===== src/rtl/sram_read_path_pkg.sv =====
// Package: shared types and helpers for the SRAM read output path.
// Assumes: one command per rising edge; read has priority over deselect.
package sram_read_path_pkg;

    // Output stage selection, matching the level on the mode input.
    typedef enum logic {
        OSTAGE_FLOW = 1'b0,
        OSTAGE_PIPE = 1'b1
    } ostage_e;

    // Next drive token: read sets it, deselect clears it, otherwise it holds.
    function automatic logic next_drive(input logic cur,
                                        input logic rd,
                                        input logic desel);
        logic nxt;
        nxt = cur;
        if (desel) nxt = 1'b0;
        if (rd)    nxt = 1'b1;
        return nxt;
    endfunction

endpackage


===== src/rtl/rdp_token_stage.sv =====
// Module: rdp_token_stage
// Holds the drive token updated by the incoming command. This is the first
// stage that both reads and deselects pass through.
// Assumes: synchronous active-low reset; commands sampled on the rising edge.
module rdp_token_stage
    import sram_read_path_pkg::*;
(
    input  logic clk,
    input  logic rst_n,
    input  logic rd,
    input  logic desel,
    output logic token
);

    // Update the token from this edge's command.
    always_ff @(posedge clk) begin
        if (!rst_n) token <= 1'b0;
        else        token <= next_drive(token, rd, desel);
    end

endmodule


===== src/rtl/rdp_delay_reg.sv =====
// Module: rdp_delay_reg
// Plain delay register with reset, used for the second stage of both the
// token and the data word.
// Assumes: synchronous active-low reset to zero.
module rdp_delay_reg #(
    parameter int WIDTH = 1
) (
    input  logic             clk,
    input  logic             rst_n,
    input  logic [WIDTH-1:0] d,
    output logic [WIDTH-1:0] q
);

    // Capture the input on every rising edge.
    always_ff @(posedge clk) begin
        if (!rst_n) q <= '0;
        else        q <= d;
    end

endmodule


===== src/rtl/rdp_bus_drive.sv =====
// Module: rdp_bus_drive
// Selects the token and data for the chosen output stage, then gates the
// driver with the asynchronous output enable and sleep. Data is zeroed
// whenever the driver is off.
// Assumes: the gate inputs may change at any time, not only at clock edges.
module rdp_bus_drive
    import sram_read_path_pkg::*;
#(
    parameter int DATA_W = 36
) (
    input  ostage_e           stage,
    input  logic              tok_flow,
    input  logic [DATA_W-1:0] dat_flow,
    input  logic              tok_pipe,
    input  logic [DATA_W-1:0] dat_pipe,
    input  logic              out_en,
    input  logic              sleep,
    output logic              drive_sel,
    output logic              bus_oe,
    output logic [DATA_W-1:0] bus_dat
);

    logic [DATA_W-1:0] dat_sel;

    // Choose the stage feeding the bus.
    always_comb begin
        if (stage == OSTAGE_PIPE) begin
            drive_sel = tok_pipe;
            dat_sel   = dat_pipe;
        end else begin
            drive_sel = tok_flow;
            dat_sel   = dat_flow;
        end
    end

    // Apply the asynchronous gates and force known data when off.
    always_comb begin
        bus_oe  = drive_sel & out_en & ~sleep;
        bus_dat = bus_oe ? dat_sel : '0;
    end

endmodule


===== src/rtl/sram_read_path.sv =====
// Module: sram_read_path (top)
// Read output path of a synchronous SRAM. Reads and deselects share a
// token pipeline so that the enable and the data stay aligned. The
// pipelined stage adds one register to both; flow-through skips it.
// Assumes: the array presents the read word in the cycle after the edge
// that accepted the read; pipe_mode changes only while the bus is idle.
module sram_read_path
    import sram_read_path_pkg::*;
#(
    parameter int DATA_W = 36
) (
    input  logic              clk,
    input  logic              rst_n,
    input  logic              pipe_mode,
    input  logic              rd_cmd,
    input  logic              desel_cmd,
    input  logic              out_en,
    input  logic              sleep,
    input  logic [DATA_W-1:0] arr_rdata,
    output logic              dq_oe,
    output logic [DATA_W-1:0] dq_out
);

    localparam int TOK_W = 1;

    logic              tok_s1;
    logic              tok_s2;
    logic [DATA_W-1:0] dat_s2;
    logic              drive_sel;
    ostage_e           stage;

    // Map the mode pin onto the stage type.
    always_comb stage = ostage_e'(pipe_mode);

    rdp_token_stage u_tok1 (
        .clk   (clk),
        .rst_n (rst_n),
        .rd    (rd_cmd),
        .desel (desel_cmd),
        .token (tok_s1)
    );

    rdp_delay_reg #(.WIDTH(TOK_W)) u_tok2 (
        .clk   (clk),
        .rst_n (rst_n),
        .d     (tok_s1),
        .q     (tok_s2)
    );

    rdp_delay_reg #(.WIDTH(DATA_W)) u_oreg (
        .clk   (clk),
        .rst_n (rst_n),
        .d     (arr_rdata),
        .q     (dat_s2)
    );

    rdp_bus_drive #(.DATA_W(DATA_W)) u_drv (
        .stage     (stage),
        .tok_flow  (tok_s1),
        .dat_flow  (arr_rdata),
        .tok_pipe  (tok_s2),
        .dat_pipe  (dat_s2),
        .out_en    (out_en),
        .sleep     (sleep),
        .drive_sel (drive_sel),
        .bus_oe    (dq_oe),
        .bus_dat   (dq_out)
    );

endmodule


===== config.mk =====
export PLATFORM = sky130hd
export DESIGN_NAME = sram_read_path
export DESIGN_NICKNAME = d
export VERILOG_FILES = /design/src/rtl/sram_read_path_pkg.sv /design/src/rtl/rdp_token_stage.sv /design/src/rtl/rdp_delay_reg.sv /design/src/rtl/rdp_bus_drive.sv /design/src/rtl/sram_read_path.sv
export SDC_FILE = /design/constraint.sdc
export NUM_CORES = 1
export LEC_CHECK = 0
export BUFFER_PORTS_ARGS = -buffer_cell sky130_fd_sc_hd__buf_2
export CAP_MARGIN = 25
export CORE_MARGIN = 8
export CORE_UTILIZATION = 23
export CTS_CLUSTER_DIAMETER = 150
export CTS_CLUSTER_SIZE = 30
export DETAILED_ROUTE_END_ITERATION = 16
export PLACE_DENSITY = 0.53
export SLEW_MARGIN = 20
export SYNTH_ARGS = -nofsm -noshare
export SYNTH_HDL_FRONTEND = slang
export SYNTH_SLANG_ARGS = --single-unit

===== constraint.sdc =====
create_clock -name clk -period 1.3 [get_ports clk]
set_input_delay 0.26 -clock clk [delete_from_list [all_inputs] [get_ports clk]]
set_output_delay 0.26 -clock clk [all_outputs]
set_load 0.02 [all_outputs]

==> impl_metrics.yaml <==
run_status:
  status: "finished, violations left"
  violations: "setup timing"
yosys:
  synth-xor-area-share: 0
  synthesis.area_um2: 1820
  synth_mux_area_frac: 0.210
  syn_avg_cell_area_um2: 10.9
  synth-simple-area-share: 0.314
  seq_area_frac_synth: 0.417
  synth-compound-area-share: 0.00412
  yosys_warnings: 0
  synth_top_family_by_area: "simple AND/OR/NAND/NOR gates"
  syn-instance-count: 167
  synthesis.nets: 210
  ys_seq_elements: 38
  synthAdderAreaFrac: 0
  yosysUniqueCellTypes: 15
routing:
  first_pass_iters: 4
  drt_iter0_drc: 41
  drc: 0
  drt_wl_total_mm: 5.19
  antenna_left: 0
  wire_per_inst_um: 14.5
  vias: 1473
  avgViaCountPerCell: 4.13
min_path:
  hold_path.class: "in -> reg"
  min-delay-start: "arr_rdata[31]"
finish:
  multi_input_area_um2: 1160
  num-fill-cells: 797
  finish.net_count: 298
  finish.utilization: 0.380
  stdcell_area_um2: 2920
  layout_common_cells: "buf_2 (42), and2_1 (37), dfxtp_1 (36)"
  num_antenna_cells: 0
  final_common_cell: "buf_2"
  area_growth_syn_to_layout_pct: 60.3
  seq_area_um2: 763
  post_route_cells_drive_above_1_share: 0.573
floorplan:
  io_pins: 80
  dieArea_um2: 11000
  die_w_um: 105
  fp.coreArea_um2: 7690
  rows: 32
  start_util: 0.237
  die_h_um: 105
clock_network:
  cts_root_buffer: "clkbuf_8"
  cts_tree: "yes"
  cts_sinks: 38
  hold_buffers: 0
  cts_max_level: 2
  clk_latency_ns: 0.29
  clk_pin_slew_ns: 0.08
  clock_path_buffers: 2
  cts_made_buffers: 5
worst_setup_path:
  worstPathMaxFanout: 9
  startpoint: "u_tok1.token$_SDFFE_PN0P_"
  reg2reg_from: "u_tok1.token$_SDFFE_PN0P_"
  critical_path_arrival_ns: 1.33
  crit_required_ns: 1.04
  start_kind: "register"
  crit_type: "reg -> out"
  cp-end-kind: "output pin"
sta:
  fin_crit_ns: 1.59
  min_period_over_period: 1.22
  hold_viol: 0
  drv_slew: 0
  setup_viol: 37
  max_freq_mhz: 629
  fin_skew_ns: 0.0000459
  rsz0062_at_grt: "yes"
  worstMarginPinSlew_ns: 0.586
  relSlewSlack: 0.610
  setup_tns_ns: -9.38
  worst_slack_ns: -0.290
global_routing:
  gr-usage-all-layers: 0.0945
  grt-ovfl-total: 0
  grt_max_degree: 39
  antenna_found_initial: 0
  grt_pass1_wl_mm: 8.51
  first_global_vias: 1673
power_and_ir_drop:
  finalPower_mw: 2.58
  p_leak_nw: 1.36
  power.density_nw_per_um2: 882
  ir_worst_vdd_uv: 474
place:
  port_buffers: 79
  post_dp_cell_area_um2: 2440
  globalplace.congestion: 0.665
  hpwl_mm: 3.60
flow_run:
  maxCapViolCount: 0
-- registers in the layout, indices dropped and copies added, names as in the netlist --
register,flops
u_oreg.q,36
u_tok1.token,1
u_tok2.q,1
-- metal layers --
layer / wire, µm / track usage / vias to the layer above / share of wire
met5: 0 / 0 / - / 0
met1: 2220 / 0.109 / 686 / 0.43
met2: 2600 / 0.161 / 44 / 0.50
met4: 47 / 0.0336 / 0 / 0.0091
li1: - / - / 741 / -
met3: 314 / 0.0295 / 2 / 0.061
-- critical path: stages (launching register included) --
cell	delay (ns)
dfxtp_2	0.34
mux2i_4	0.19
buf_6	0.15
buf_12	0.14
nor3_2	0.05
buf_4	0.16
-- final timing paths --
| check | slack, ns | depth (start not counted) | endpoint |
|---|---|---|---|
| worst max-delay path | -0.29 | 5 | dq_out[23] |
| worst min-delay path | 0.18 | 2 | u_oreg.q[31]$_SDFF_PN0_ |
| worst max register to register | 0.46 | 3 | u_tok1.token$_SDFFE_PN0P_ |
| worst min register to register | 0.60 | 2 | u_tok2.q$_SDFF_PN0_ |
-- area by class of cell --
cell class,instances,area share
clock inverter,2,0.00343
clock buffer,5,0.0236
tap,102,0.0437
sequential,38,0.261
multi-input combinational,114,0.397
timing repair buffer,96,0.272
-- repair_timing --
| item | in CTS | in global routing |
|---|---|---|
| pin swaps | 17 | 8 |
| cloned | 1 | 1 |
| setup endpoints to repair | 37 | 37 |
| resized for setup | 73 | 25 |
| buffers inserted | 3 | 0 |
-- report_power, final --
| group | total (mW) | internal, mW | leakage (nW) | switching (mW) |
|---|---|---|---|---|
| registers | 1.25 | 1.23 | 0.317 | 0.0184 |
| clock network | 0.769 | 0.360 | 0.0438 | 0.408 |
| logic | 0.562 | 0.261 | 0.995 | 0.301 |
-- synth_stat cells --
master / instances / area (µm²)
clkbuf_1: 4 / 15.0
mux2i_1: 36 / 360
buf_4: 2 / 15.0
nor2b_1: 1 / 6.26
buf_2: 4 / 20.0
o21a_1: 1 / 7.51
dfxtp_1: 38 / 761
and2_1: 37 / 231
buf_6: 4 / 45.0
buf_1: 1 / 3.75
nand2b_1: 1 / 6.26
mux2i_4: 1 / 22.5
nor3_1: 7 / 35.0
nor3_2: 29 / 290
nor2_1: 1 / 3.75
-- metrics by stage --
| step | setup WS [ns] | cells | hold slack, ns |
|---|---|---|---|
| finish | -0.290 | 357 | 0.181 |
| global route | -0.347 | 357 | 0.171 |
| CTS | -0.305 | 357 | 0.170 |
| detailed placement | -0.216 | 346 | 0.479 |
| global placement | -0.243 | 346 | 0.475 |
| floorplan | -0.0912 | 167 | 0.382 |
-- cells by family after synthesis --
| kind of cell | count (synthesis) |
|---|---|
| compound gates | 1 |
| buf+inv | 15 |
| flops | 38 |
| mux | 37 |
| simple gates | 76 |
(Power assumes the default switching activity.)
